[src/rtl/cfgdma_pkg.sv]
// Shared constants and types for the configuration DMA engine.
// Assumes the descriptor format is fixed: 32-bit control, 32-bit length, 64-bit target.
package cfgdma_pkg;
    localparam int KEY_W      = 16;
    localparam int DLEN_W     = 32;
    localparam int DESC_BYTES = 16;
    localparam int STAT_BYTES = 4;
    localparam int FLG_W      = 5;

    // control word bit positions (software-visible encoding)
    localparam int CTL_ERR  = 0;
    localparam int CTL_RD   = 1;
    localparam int CTL_SKIP = 2;
    localparam int CTL_SEL  = 3;
    localparam int CTL_WR   = 4;

    localparam logic [63:0] WIN_SIGNATURE = 64'h51454d5520434647;

    typedef enum logic [2:0] {
        ST_IDLE, ST_FETCH, ST_DECODE, ST_MOVE, ST_WBACK
    } eng_state_e;

    typedef enum logic [1:0] {
        OP_NONE, OP_RD, OP_WR, OP_SKIP
    } op_e;
endpackage

[src/rtl/cfgdma_regwin.sv]
// Register window: holds the descriptor address, raises a start pulse and
// serves the constant signature on reads.
// Assumes accesses are naturally sized (1..8 bytes); all writes are dropped while busy.
module cfgdma_regwin
    import cfgdma_pkg::*;
#(
    parameter int ADDR_W = 64
) (
    input  logic              clk,
    input  logic              rst_n,
    input  logic              win_we,
    input  logic [2:0]        win_off,
    input  logic [3:0]        win_size,
    input  logic [63:0]       win_wdata,
    output logic [63:0]       win_rdata,
    input  logic              busy,
    output logic [ADDR_W-1:0] desc_addr,
    output logic              go
);
    logic [63:0] addr_q;
    logic [63:0] addr_d;
    logic        wr_hi;
    logic        wr_lo;
    logic        wr_all;
    logic [3:0]  end_b;
    logic [6:0]  sh;
    logic [6:0]  nbits;
    logic [63:0] mask;

    // decode the three accepted write shapes
    always_comb begin
        wr_hi  = win_we && !busy && (win_off == 3'd0) && (win_size == 4'd4);
        wr_lo  = win_we && !busy && (win_off == 3'd4) && (win_size == 4'd4);
        wr_all = win_we && !busy && (win_off == 3'd0) && (win_size == 4'd8);
    end

    // next descriptor address value
    always_comb begin
        addr_d = addr_q;
        if (wr_hi)  addr_d = {win_wdata[31:0], 32'h0};
        if (wr_lo)  addr_d = {addr_q[63:32], win_wdata[31:0]};
        if (wr_all) addr_d = win_wdata;
    end

    // address register
    always_ff @(posedge clk) begin
        if (!rst_n) addr_q <= '0;
        else        addr_q <= addr_d;
    end

    assign go        = wr_lo || wr_all;
    assign desc_addr = addr_d[ADDR_W-1:0];

    // signature slice, most significant byte at offset 0
    always_comb begin
        end_b     = {1'b0, win_off} + win_size;
        sh        = {(4'd8 - end_b), 3'b000};
        nbits     = {win_size, 3'b000};
        mask      = (nbits == 7'd64) ? '1 : ((64'd1 << nbits) - 64'd1);
        win_rdata = '0;
        if (win_size != 4'd0 && end_b <= 4'd8)
            win_rdata = (WIN_SIGNATURE >> sh) & mask;
    end
endmodule

[src/rtl/cfgdma_cursor.sv]
// Current item cursor (key and byte offset) shared between host selector and engine.
// Assumes the engine select and host select never coincide (host is gated while busy).
module cfgdma_cursor
    import cfgdma_pkg::*;
#(
    parameter int OFF_W = 32
) (
    input  logic             clk,
    input  logic             rst_n,
    input  logic             host_sel,
    input  logic [KEY_W-1:0] host_key,
    input  logic             eng_sel,
    input  logic [KEY_W-1:0] eng_key,
    input  logic             adv,
    output logic [KEY_W-1:0] cur_key,
    output logic [OFF_W-1:0] cur_off
);
    // select resets the offset; advance steps it by one byte
    always_ff @(posedge clk) begin
        if (!rst_n) begin
            cur_key <= '0;
            cur_off <= '0;
        end else if (eng_sel) begin
            cur_key <= eng_key;
            cur_off <= '0;
        end else if (host_sel) begin
            cur_key <= host_key;
            cur_off <= '0;
        end else if (adv) begin
            cur_off <= cur_off + 1'b1;
        end
    end
endmodule

[src/rtl/cfgdma_engine.sv]
// Transfer engine: fetches the descriptor byte by byte, applies select, runs
// the read/write/skip data phase and writes the status word back.
// Assumes one outstanding memory access; the table answers combinationally at cur_off.
module cfgdma_engine
    import cfgdma_pkg::*;
#(
    parameter int ADDR_W = 64,
    parameter int OFF_W  = 32
) (
    input  logic              clk,
    input  logic              rst_n,
    input  logic              go,
    input  logic [ADDR_W-1:0] base_in,
    output logic              busy,
    output logic              sel_pulse,
    output logic [KEY_W-1:0]  sel_key,
    output logic              adv,
    input  logic [OFF_W-1:0]  cur_off,
    input  logic              tbl_present,
    input  logic [OFF_W-1:0]  tbl_len,
    input  logic              tbl_writable,
    input  logic [7:0]        tbl_rbyte,
    output logic              tbl_we,
    output logic [7:0]        tbl_wbyte,
    output logic              mem_req,
    output logic              mem_we,
    output logic [ADDR_W-1:0] mem_addr,
    output logic [7:0]        mem_wdata,
    input  logic              mem_rsp,
    input  logic              mem_err,
    input  logic [7:0]        mem_rdata
);
    localparam int CNT_W = $clog2(DESC_BYTES);

    eng_state_e        state_q;
    op_e               op_q;
    logic [ADDR_W-1:0] base_q;
    logic [CNT_W-1:0]  bcnt_q;
    logic [KEY_W-1:0]  key_q;
    logic [FLG_W-1:0]  flg_q;
    logic [DLEN_W-1:0] len_sh;
    logic [63:0]       tgt_sh;
    logic [ADDR_W-1:0] taddr_q;
    logic [DLEN_W-1:0] remain_q;
    logic              err_q;

    logic              in_range;
    logic              done;
    logic              wr_ok;
    logic              need_mem;
    logic              wr_fail;
    logic              skip_step;
    logic              mem_step;
    logic [ADDR_W-1:0] base_idx;

    // data-phase decisions for the current byte
    always_comb begin
        in_range  = tbl_present && (cur_off < tbl_len);
        done      = (remain_q == '0) || err_q;
        wr_ok     = in_range && tbl_writable;
        need_mem  = (state_q == ST_MOVE) && !done && ((op_q == OP_RD) || (op_q == OP_WR && wr_ok));
        wr_fail   = (state_q == ST_MOVE) && !done && (op_q == OP_WR) && !wr_ok;
        skip_step = (state_q == ST_MOVE) && !done && (op_q == OP_SKIP);
        mem_step  = need_mem && mem_rsp && !mem_err;
        base_idx  = base_q + ADDR_W'(bcnt_q);
    end

    // cursor and table strobes
    always_comb begin
        adv       = (mem_step || skip_step) && in_range;
        tbl_we    = mem_step && (op_q == OP_WR);
        tbl_wbyte = mem_rdata;
        sel_pulse = (state_q == ST_DECODE) && flg_q[CTL_SEL];
        sel_key   = key_q;
        busy      = (state_q != ST_IDLE);
    end

    // memory master request per state
    always_comb begin
        mem_req   = 1'b0;
        mem_we    = 1'b0;
        mem_addr  = base_idx;
        mem_wdata = 8'h00;
        case (state_q)
            ST_FETCH: mem_req = 1'b1;
            ST_MOVE: begin
                mem_req   = need_mem;
                mem_we    = (op_q == OP_RD);
                mem_addr  = taddr_q;
                mem_wdata = in_range ? tbl_rbyte : 8'h00;
            end
            ST_WBACK: begin
                mem_req   = 1'b1;
                mem_we    = 1'b1;
                mem_wdata = (bcnt_q == CNT_W'(STAT_BYTES - 1)) ? {7'b0, err_q} : 8'h00;
            end
            default: ;
        endcase
    end

    // sequencing of fetch, decode, data phase and status write-back
    always_ff @(posedge clk) begin
        if (!rst_n) begin
            state_q  <= ST_IDLE;
            op_q     <= OP_NONE;
            base_q   <= '0;
            bcnt_q   <= '0;
            key_q    <= '0;
            flg_q    <= '0;
            len_sh   <= '0;
            tgt_sh   <= '0;
            taddr_q  <= '0;
            remain_q <= '0;
            err_q    <= 1'b0;
        end else begin
            case (state_q)
                ST_IDLE: begin
                    if (go) begin
                        base_q  <= base_in;
                        bcnt_q  <= '0;
                        err_q   <= 1'b0;
                        state_q <= ST_FETCH;
                    end
                end
                ST_FETCH: begin
                    if (mem_rsp) begin
                        if (mem_err) begin
                            err_q   <= 1'b1;
                            bcnt_q  <= '0;
                            state_q <= ST_WBACK;
                        end else begin
                            case (bcnt_q)
                                4'd0:    key_q[15:8] <= mem_rdata;
                                4'd1:    key_q[7:0]  <= mem_rdata;
                                4'd2:    ;
                                4'd3:    flg_q       <= mem_rdata[FLG_W-1:0];
                                4'd4, 4'd5, 4'd6, 4'd7:
                                         len_sh      <= {len_sh[DLEN_W-9:0], mem_rdata};
                                default: tgt_sh      <= {tgt_sh[55:0], mem_rdata};
                            endcase
                            if (bcnt_q == CNT_W'(DESC_BYTES - 1)) state_q <= ST_DECODE;
                            else                                  bcnt_q  <= bcnt_q + 1'b1;
                        end
                    end
                end
                ST_DECODE: begin
                    err_q    <= flg_q[CTL_ERR];
                    taddr_q  <= tgt_sh[ADDR_W-1:0];
                    remain_q <= len_sh;
                    if (flg_q[CTL_RD])        op_q <= OP_RD;
                    else if (flg_q[CTL_WR])   op_q <= OP_WR;
                    else if (flg_q[CTL_SKIP]) op_q <= OP_SKIP;
                    else begin
                        op_q     <= OP_NONE;
                        remain_q <= '0;
                    end
                    state_q <= ST_MOVE;
                end
                ST_MOVE: begin
                    if (done) begin
                        bcnt_q  <= '0;
                        state_q <= ST_WBACK;
                    end else if (wr_fail) begin
                        err_q <= 1'b1;
                    end else if (need_mem && mem_rsp) begin
                        if (mem_err) err_q <= 1'b1;
                        else begin
                            taddr_q  <= taddr_q + 1'b1;
                            remain_q <= remain_q - 1'b1;
                        end
                    end else if (skip_step) begin
                        taddr_q  <= taddr_q + 1'b1;
                        remain_q <= remain_q - 1'b1;
                    end
                end
                ST_WBACK: begin
                    if (mem_rsp) begin
                        if (bcnt_q == CNT_W'(STAT_BYTES - 1)) state_q <= ST_IDLE;
                        else                                  bcnt_q  <= bcnt_q + 1'b1;
                    end
                end
                default: state_q <= ST_IDLE;
            endcase
        end
    end
endmodule

[src/rtl/cfgdma_top.sv]
// Top of the configuration DMA engine: register window, shared cursor and engine.
// Assumes the item table is external and indexed by cur_key / cur_off.
module cfgdma_top
    import cfgdma_pkg::*;
#(
    parameter int ADDR_W = 64,
    parameter int OFF_W  = 32
) (
    input  logic              clk,
    input  logic              rst_n,
    input  logic              win_we,
    input  logic [2:0]        win_off,
    input  logic [3:0]        win_size,
    input  logic [63:0]       win_wdata,
    output logic [63:0]       win_rdata,
    output logic              busy,
    input  logic              host_sel,
    input  logic [KEY_W-1:0]  host_key,
    output logic [KEY_W-1:0]  cur_key,
    output logic [OFF_W-1:0]  cur_off,
    input  logic              tbl_present,
    input  logic [OFF_W-1:0]  tbl_len,
    input  logic              tbl_writable,
    input  logic [7:0]        tbl_rbyte,
    output logic              tbl_we,
    output logic [7:0]        tbl_wbyte,
    output logic              mem_req,
    output logic              mem_we,
    output logic [ADDR_W-1:0] mem_addr,
    output logic [7:0]        mem_wdata,
    input  logic              mem_rsp,
    input  logic              mem_err,
    input  logic [7:0]        mem_rdata
);
    logic              go;
    logic [ADDR_W-1:0] desc_addr;
    logic              eng_sel;
    logic [KEY_W-1:0]  eng_key;
    logic              adv;
    logic              host_ok;

    // host selection only when no transfer is running
    assign host_ok = host_sel && !busy;

    cfgdma_regwin #(.ADDR_W(ADDR_W)) u_win (
        .clk(clk), .rst_n(rst_n),
        .win_we(win_we), .win_off(win_off), .win_size(win_size),
        .win_wdata(win_wdata), .win_rdata(win_rdata),
        .busy(busy), .desc_addr(desc_addr), .go(go)
    );

    cfgdma_cursor #(.OFF_W(OFF_W)) u_cur (
        .clk(clk), .rst_n(rst_n),
        .host_sel(host_ok), .host_key(host_key),
        .eng_sel(eng_sel), .eng_key(eng_key), .adv(adv),
        .cur_key(cur_key), .cur_off(cur_off)
    );

    cfgdma_engine #(.ADDR_W(ADDR_W), .OFF_W(OFF_W)) u_eng (
        .clk(clk), .rst_n(rst_n),
        .go(go), .base_in(desc_addr), .busy(busy),
        .sel_pulse(eng_sel), .sel_key(eng_key), .adv(adv),
        .cur_off(cur_off), .tbl_present(tbl_present), .tbl_len(tbl_len),
        .tbl_writable(tbl_writable), .tbl_rbyte(tbl_rbyte),
        .tbl_we(tbl_we), .tbl_wbyte(tbl_wbyte),
        .mem_req(mem_req), .mem_we(mem_we), .mem_addr(mem_addr),
        .mem_wdata(mem_wdata), .mem_rsp(mem_rsp), .mem_err(mem_err),
        .mem_rdata(mem_rdata)
    );
endmodule

[config.mk]
export PLATFORM = sky130hd
export DESIGN_NAME = cfgdma_top
export DESIGN_NICKNAME = d
export VERILOG_FILES = /design/src/rtl/cfgdma_pkg.sv /design/src/rtl/cfgdma_regwin.sv /design/src/rtl/cfgdma_cursor.sv /design/src/rtl/cfgdma_engine.sv /design/src/rtl/cfgdma_top.sv
export SDC_FILE = /design/constraint.sdc
export NUM_CORES = 1
export LEC_CHECK = 0
export BUFFER_PORTS_ARGS = -buffer_cell sky130_fd_sc_hd__buf_2
export CORE_ASPECT_RATIO = 0.5
export CORE_UTILIZATION = 50
export CTS_CLUSTER_DIAMETER = 30
export CTS_CLUSTER_SIZE = 8
export DETAILED_ROUTE_END_ITERATION = 12
export PLACE_DENSITY = 0.74
export SYNTH_ARGS = -nofsm -noshare
export SYNTH_HDL_FRONTEND = slang
export SYNTH_SLANG_ARGS = --single-unit
[constraint.sdc]
create_clock -name clk -period 7.6 [get_ports clk]
set_clock_uncertainty 0.15 [all_clocks]
set_input_delay 0.38 -clock clk [delete_from_list [all_inputs] [get_ports clk]]
set_output_delay 0.38 -clock clk [all_outputs]
set_load 0.1 [all_outputs]
==> key figures, run 1 <==
Floorplan
  – CORE AREA: slightly above 0.04 mm2
  – Starting Density: between 50% and 60%
  – Die area: 0.0422 mm2
  – Die X: about 290 um
  – Boundary Pins: around 340
  – Row cnt: between 50 and 60
  – Die height: 146 um

Global routing
  – Tot GR Track Use: a little under a third
  – Largest net degree at the start of global routing: 175
  – Number of global-route vias before repair: ~19,000
  – Initial antenna violation count: 2
  – First-pass GRT wire length: 104,000 um
  – Final global-route overflow total: 0

Finish
  – Area Overhead vs Synth: 19.2%
  – Commonest non-fill, non-tap cell in the layout: nand2_1
  – Register area: around 0.0073 mm2
  – Most frequent cells in the layout: nand2_1, a21oi_1, dfxtp_1, buf_2, nor2_1
  – Layout cell share with drive strength beyond 1: around 15%
  – Multi-input gate area in the final layout: between 0.01 and 0.015 mm2
  – Fillers: roughly 3,700
  – Final core occ: around three fifths
  – Final net count: 3,285

Timing
  – Final setup viols: 0
  – Final worst slack: roughly 2.4 ns
  – Final Slew Violations: 0
  – Final Hold Fails: 1
  – Hold slack: -0.00366 ns
  – Tightest Pin Transition: 1.16 ns
  – Min Tclk post-route: between 5 and 6 ns
  – Headroom to the max-slew limit: 22.9%
  – Setup repair after global routing missed its margin: no
  – Setup TNS: 0 ns
  – Final period util: between 60% and 70%
  – Max Clock Freq: roughly 0.19 GHz

Pwr
  – PwrDens: 283 mW/mm2
  – Logic pwr share: 31.1%
  – VDD IR-drop max: just under 0.0002 V
  – Leak pwr: just under 10 nW
  – Sequential power share: a little under a third
  – Sw power: between 0.002 and 0.003 W
  – Clock share of power: ~38%
  – Int Power: 0.00429 W
  – Net Sw Frac: around two fifths

Route
  – Antenna Nets Post-Route: 0
  – Post-route DRC: 0
  – Pre-antenna DRT Iters: 6
  – Via density: a little under 6
  – Wire per inst: 18.1 um
  – Via count: 21,600
  – Iteration-0 DRC Markers: approximately 2,200
  – Post-Route WL: 66,200 um

Synthesis
  – Post-synth EDFFs: 0
  – Synth top area cells: dfxtp_1, nand2_1, a21oi_1, nor2_1, ha_1
  – Synth Cell Area: between 0.02 and 0.025 mm2
  – Number of synthesized register bits: between 300 and 400
  – Syn_area_per_cell: between 7 and 8 um2
  – Sequential cell area fraction in the yosys report: 35.5%
  – Mapped Cells: between 2,000 and 3,000
  – Synth top area share: between 30% and 40%
  – Synth cell types: just over 80
  – Yosys warns: 0
  – Primary FF master, synth: dfxtp_1
  – Post-synth ARST share: 0%
  – Yosys top cell by area: dfxtp_1

Outcome
  – Failing checks: negative hold slack
  – Status: complete, but fails checks

CTS
  – Worst-skew pair later-pin latency: roughly 0.6 ns
  – TritonCTS Sinks: about 370
  – CTS tree: built
  – Clk slew on worst S/H paths: about 0.05 ns
  – CTS root buf: clkbuf_16
  – Number of CTS-inserted buffers: 61
  – Total setup buffers inserted after CTS: 0
  – Max Root-Sink Buffers: 3
  – CTS H-tree lvls: 2

Setup path
  – Crit-path leading delay family: simple AND/OR/NAND/NOR gates
  – CP Launch Type: register
  – CP Cell Sequence: ha_1, inv_1, fa_1, nor2b_1, o21ai_0, a21oi_1, nand3_1, nor2_1, nand3_1, xnor2_1, mux2_2, buf_2
  – Worst path arrival time: 4.70 ns
  – Crit path kind: reg -> out
  – CP endpoint kind: output port
  – Most used cell along the critical path: nand3_1
  – Worst EP required: between 7 and 8 ns
  – Slowest stage delay, CP: 0.63 ns
  – CP max FO: 9
  – Critical path's slowest cell: nor2_1
  – Crit path buf inv count: 2

Job
  – Max cap viols: 0

Placed design
  – Dpl ws: between 3 and 4 ns
  – Dpl hpwl: 44,900 um
  – Port bufs: ~320
  – RD Place Congestion: slightly above 0.9

Hold path
  – Type of the most critical hold path: in -> reg
[cells by family (layout without fill, tap and decap cells)]
logic type	Yosys count	in the layout	synth area share (%)
other cells	1	21	0.0181
flops	367	367	35.5
buf+inv	301	556	6.25
fa+ha+maj	58	58	3.58
simple gates	1252	1252	27.7
xor+xnor	91	91	3.85
mux	56	56	2.79
compound gates	713	713	20.3
[sequential cells by signal, summed over array words and instances (netlist names)]
name and cells:
u_eng.base_q 64, u_eng.taddr_q 64, u_eng.tgt_sh 64, u_cur.cur_off 32
u_eng.len_sh 32, u_eng.remain_q 32, u_win.addr_q 32, u_cur.cur_key 16
u_eng.sel_key 16, u_eng.flg_q 5, u_eng.bcnt_q 4, u_eng.state_q 3
u_eng.op_q 2, u_eng.err_q 1
[final timing paths]
path / from / to / slack (ns) / cells after the start
worst max-delay path: u_eng.bcnt_q[0] / mem_addr[56] / 2.37 / 12
worst min-delay path: host_key[1] / u_cur.cur_key[1] / -0.004 / 3
worst max register to register: u_eng.remain_q[27] / u_eng.remain_q[4] / 3.32 / 10
worst min register to register: u_eng.len_sh[8] / u_eng.len_sh[16] / 0.31 / 2
[routing by layer]
metal,share of wire (%),vias to the layer above,track usage (%)
met5,0,-,0
met4,3.1,0,10.6
met3,9.5,138,5.72
met2,44,986,46.1
met1,43,10100,42.4
li1,-,10300,-
[worst min-delay path, stage by stage]
cell      delay (ns)
buf_2           0.10
mux2i_1         0.12
a211oi_1        0.09
[per-stage QoR]
stage | total power (W) | instances | area (um2)
final | 0.00697 | 3654 | 24700
after global routing | 0.00724 | 3653 | 24700
after CTS | 0.00695 | 3653 | 24700
after detailed placement | 0.00430 | 3509 | 22200
after global placement | 0.00428 | 3509 | 22200
after floorplan | 0.00391 | 2858 | 20800
[power by group through the flow]
stage / clock network [W] / registers [W] / logic, W
final: 0.00264 / 0.00216 / 0.00217
after detailed placement: 0 / 0.00219 / 0.00211
after global routing: 0.00274 / 0.00217 / 0.00233
after floorplan: 0 / 0.00231 / 0.00160
after CTS: 0.00265 / 0.00216 / 0.00215
after global placement: 0 / 0.00219 / 0.00209
[synth_stat cells (8+ instances only)]
| cell | number |
|---|---|
| a31oi_1 | 21 |
| xor2_1 | 46 |
| inv_1 | 75 |
| dfxtp_1 | 367 |
| o32ai_1 | 8 |
| and2_1 | 58 |
| xnor2_1 | 45 |
| nand2_1 | 561 |
| a211oi_1 | 31 |
| nand2b_1 | 13 |
| buf_2 | 9 |
| nor4_1 | 25 |
| nor2_1 | 257 |
| nand3_1 | 97 |
| o221a_2 | 10 |
| ha_1 | 56 |
| nor3_1 | 72 |
| buf_1 | 24 |
| nand4_1 | 41 |
| a32o_1 | 13 |
| or3_1 | 20 |
| o21ai_1 | 11 |
| mux2i_1 | 52 |
| a22o_1 | 12 |
| o21ai_0 | 118 |
| and3_1 | 39 |
| o31ai_1 | 14 |
| o211ai_1 | 9 |
| nor2b_1 | 10 |
| clkbuf_1 | 154 |
| a221oi_1 | 13 |
| a21o_1 | 11 |
| buf_4 | 32 |
| and4_1 | 15 |
| a21oi_1 | 394 |
[timing repair]
action,4_1_cts,5_1_grt
hold buffers,52,0
endpoints found under the hold margin,80,0
gates resized for setup,0,0
[cell type report]
type	count	share of cell area, %
Multi-Input combinational cell	2190	49.3
Antenna cell	1	0.0102
Timing Repair Buffer	388	9.17
Clock inverter	19	1.15
Sequential cell	367	29.8
Clock buffer	73	6.62
Tap cell	540	2.74
Inverter	76	1.19
Power figures use the tool's default switching activity.
==> inputs of run 2 (changes only) <==
Settings changed: ABC_AREA from default to 1, PLACE_DENSITY 0.74 to 0.73.
Clock period 7.6 ns to 5.35 ns, I/O delays scaled along.
==> run 2 against run 1 <==
- the flow now finishes without violations
- power grew 36%
- register-to-register slack lost 2.1 ns
- design area grew 15%
- synthesized area grew 14%
- flip-flop and latch count grew 9
- combinational power is essentially flat
- critical path type unchanged
- critical endpoint is now mem_addr[30]
- largest cell class unchanged
- largest power group unchanged
==> key figures, run 2 <==
Floorplan
  – Row cnt: 55 (+5.8%)
  – Boundary Pins: 339 (unchanged)
  – Die height: 156 um (+6.7%)
  – Die area: 0.0481 mm2 (+14%)
  – CORE AREA: 0.0459 mm2 (+13%)
  – Starting Density: 51.4% (+0.47 points)
  – Die X: 309 um (+6.8%)

Route
  – Antenna Nets Post-Route: 0 (unchanged)
  – Post-route DRC: 0 (unchanged)
  – Post-Route WL: 84,500 um (+28%)
  – Via count: 25,800 (+20%)
  – Pre-antenna DRT Iters: 6 (unchanged)
  – Iteration-0 DRC Markers: 2,629 (+18%)
  – Via density: 5.57 (-5.6%)
  – Wire per inst: 18.2 um (+0.65%)

CTS
  – Max Root-Sink Buffers: 3 (unchanged)
  – Clk slew on worst S/H paths: 0.05 ns (about the same)
  – Worst-skew pair later-pin latency: 0.59 ns (about the same)
  – CTS H-tree lvls: 3 (+1)
  – TritonCTS Sinks: 376 (+2.5%)
  – Number of CTS-inserted buffers: 69 (+13%)
  – CTS root buf: clkbuf_16
  – CTS tree: built
  – Total setup buffers inserted after CTS: 0 (unchanged)
  – Post_cts resized: 0 (unchanged)

Timing
  – Setup TNS: 0 ns (unchanged)
  – Headroom to the max-slew limit: 23.4% (+0.41 points)
  – Setup repair after global routing missed its margin: no
  – Tightest Pin Transition: 1.15 ns (-0.0104 ns)
  – Final Slew Violations: 0 (unchanged)
  – Final setup viols: 0 (unchanged)
  – Final Hold Fails: 0 (-1)
  – Max Clock Freq: around 0.22 GHz
  – Min Tclk post-route: 4.65 ns
  – Final period util: between 80 and 90%

Placed design
  – Port bufs: 318 (unchanged)
  – RD Place Congestion: 0.991 (+7.6%)
  – Dpl hpwl: 60,300 um (+34%)

Synthesis
  – Yosys warns: 0 (unchanged)
  – Syn_area_per_cell: 6.43 um2 (-12%)
  – Cell with the most instances after synthesis: nand2_1
  – Sequential cell area fraction in the yosys report: 31.9% (-3.6 points)
  – Synth top area cells: dfxtp_1, nand2_1, nor2_1, inv_1, o21ai_0
  – Synth cell types: 59 (-28%)
  – Synth top area share: 31.9% (-3.6 points)
  – Synth Cell Area: 0.0236 mm2 (+14%)
  – Post-synth EDFFs: 0 (unchanged)
  – Yosys top cell by area: dfxtp_1
  – Post-synth ARST share: 0% (unchanged)
  – Number of synthesized register bits: 376 (+2.5%)
  – Mapped Cells: 3,671 (+29%)
  – Primary FF master, synth: dfxtp_1
  – Synth top cells by count: nand2_1, nor2_1, inv_1

Outcome
  – Status: finished, final reports clean

Global routing
  – Tot GR Track Use: 34.5% (+4.3 points)
  – Final global-route overflow total: 0 (unchanged)
  – Number of global-route vias before repair: 24,000 (+24%)
  – Initial antenna violation count: 1 (-1)
  – Largest net degree at the start of global routing: 190 (+8.6%)
  – First-pass GRT wire length: 131,000 um (+26%)

Setup path
  – CP Launch Type: register
  – Worst EP required: 4.93 ns (-2.14 ns)
  – CP endpoint kind: output port
  – CP max FO: 6 (-3)
  – Crit path kind: reg -> out
  – Worst path arrival time: 4.23 ns (-0.47 ns)

Pwr
  – Power Total: 0.00945 W (+36%)
  – Leak pwr: 12.5 nW (+27%)
  – VDD IR-drop max: 0.000308 V (+55%)
  – PwrDens: 334 mW/mm2 (+18%)

Hold path
  – Type of the most critical hold path: in -> reg

Finish
  – Commonest non-fill, non-tap cell in the layout: nand2_1
  – Area Overhead vs Synth: 20.0%
  – Most frequent cells in the layout: nand2_1, nor2_1, inv_1, dfxtp_1, buf_2
  – Regs by FF count: u_eng.base_q: 64 flops, u_eng.taddr_q: 64 flops, u_eng.tgt_sh: 64 flops
  – Final core occ: 61.7% (+0.98 points)
  – Layout cell share with drive strength beyond 1: 13.0% (-2.1 points)
  – Final net count: 4,169 (+27%)

Job
  – Max cap viols: 0 (unchanged)
## run 2: area by class of cell
| cell class | instances | area (um2) |
|---|---|---|
| diodes | 2 | 5.00 |
| clock inverters | 24 | 317 |
| flip-flops and latches | 376 | 7530 |
| inverters | 454 | 1710 |
| well taps | 627 | 785 |
| multi-input cells | 2647 | 13500 |
| clock buffers | 84 | 1920 |
| repair buffers | 420 | 2590 |
| fillers | 4423 | 17600 |
## run 2: cell families (layout without fill, tap and decap cells)
logic type               after synthesis  after routing  share of synthesized area, %
buffers and inverters                667            982                          11.5
AO/OA/AOI/OAI                        656            656                          15.7
AND/OR/NAND/NOR                     1767           1767                          32.3
flip-flops                           376            376                          31.9
multiplexers                          19             19                         0.806
other                                  1             22                        0.0159
XOR/XNOR                             127            127                          4.71
adder cells (fa/ha/maj)               58             58                          3.14
## run 2: metrics by stage
stage,hold WS (ns),std cells,cell area [um2],setup slack (ns)
after floorplan,0.274,3690,23700,0.0740
after global placement,0.284,4445,25300,1.34
after detailed placement,0.292,4445,25300,1.33
after CTS,0.00494,4632,28300,0.764
after global routing,0.0179,4633,28300,0.443
final,0.00436,4634,28300,0.702
## run 2: power breakdown
part           switching [W]  internal (W)  total, W
registers           0.000113       0.00291   0.00303
clock network        0.00147       0.00281   0.00428
logic                0.00164      0.000500   0.00215
total                0.00323       0.00622   0.00945
## run 2: path summary, 6_finish.rpt
kind	endpoint	cells after the start	slack [ns]	start
max	mem_addr[30]	18	0.70	u_eng.bcnt_q[0]
min	u_win.addr_q[34]	5	0.004	win_wdata[34]
max reg2reg	u_eng.bcnt_q[3]	15	1.22	u_eng.state_q[0]
min reg2reg	u_eng.tgt_sh[58]	2	0.30	u_eng.tgt_sh[58]
## run 2: timing repair
| action | 4_1_cts | 5_1_grt |
|---|---|---|
| hold buffers | 79 | 0 |
| hold endpoints to repair | 113 | 0 |
| endpoints found under the setup margin | 0 | 0 |
## run 2: critical path: stages (launching register included)
cell	delay, ns
dfxtp_1	0.45
ha_1	0.28
inv_1	0.08
fa_1	0.38
inv_1	0.09
nand3_1	0.08
nand2_1	0.16
nand2_2	0.12
nor2_2	0.13
inv_2	0.05
nor2_2	0.16
nand2_2	0.11
nor2_4	0.13
nand2_1	0.10
nor3_1	0.24
xor2_1	0.18
nand2_1	0.07
o21ai_0	0.29
buf_2	0.55
## run 2: metal layers
| metal | wire length, um | track usage (%) | up-vias |
|---|---|---|---|
| li1 | - | - | 12500 |
| met2 | 38500 | 56.6 | 1181 |
| met1 | 35700 | 44.7 | 11900 |
| met5 | 0 | 0 | - |
| met4 | 3340 | 15.1 | 0 |
| met3 | 6890 | 5.68 | 211 |
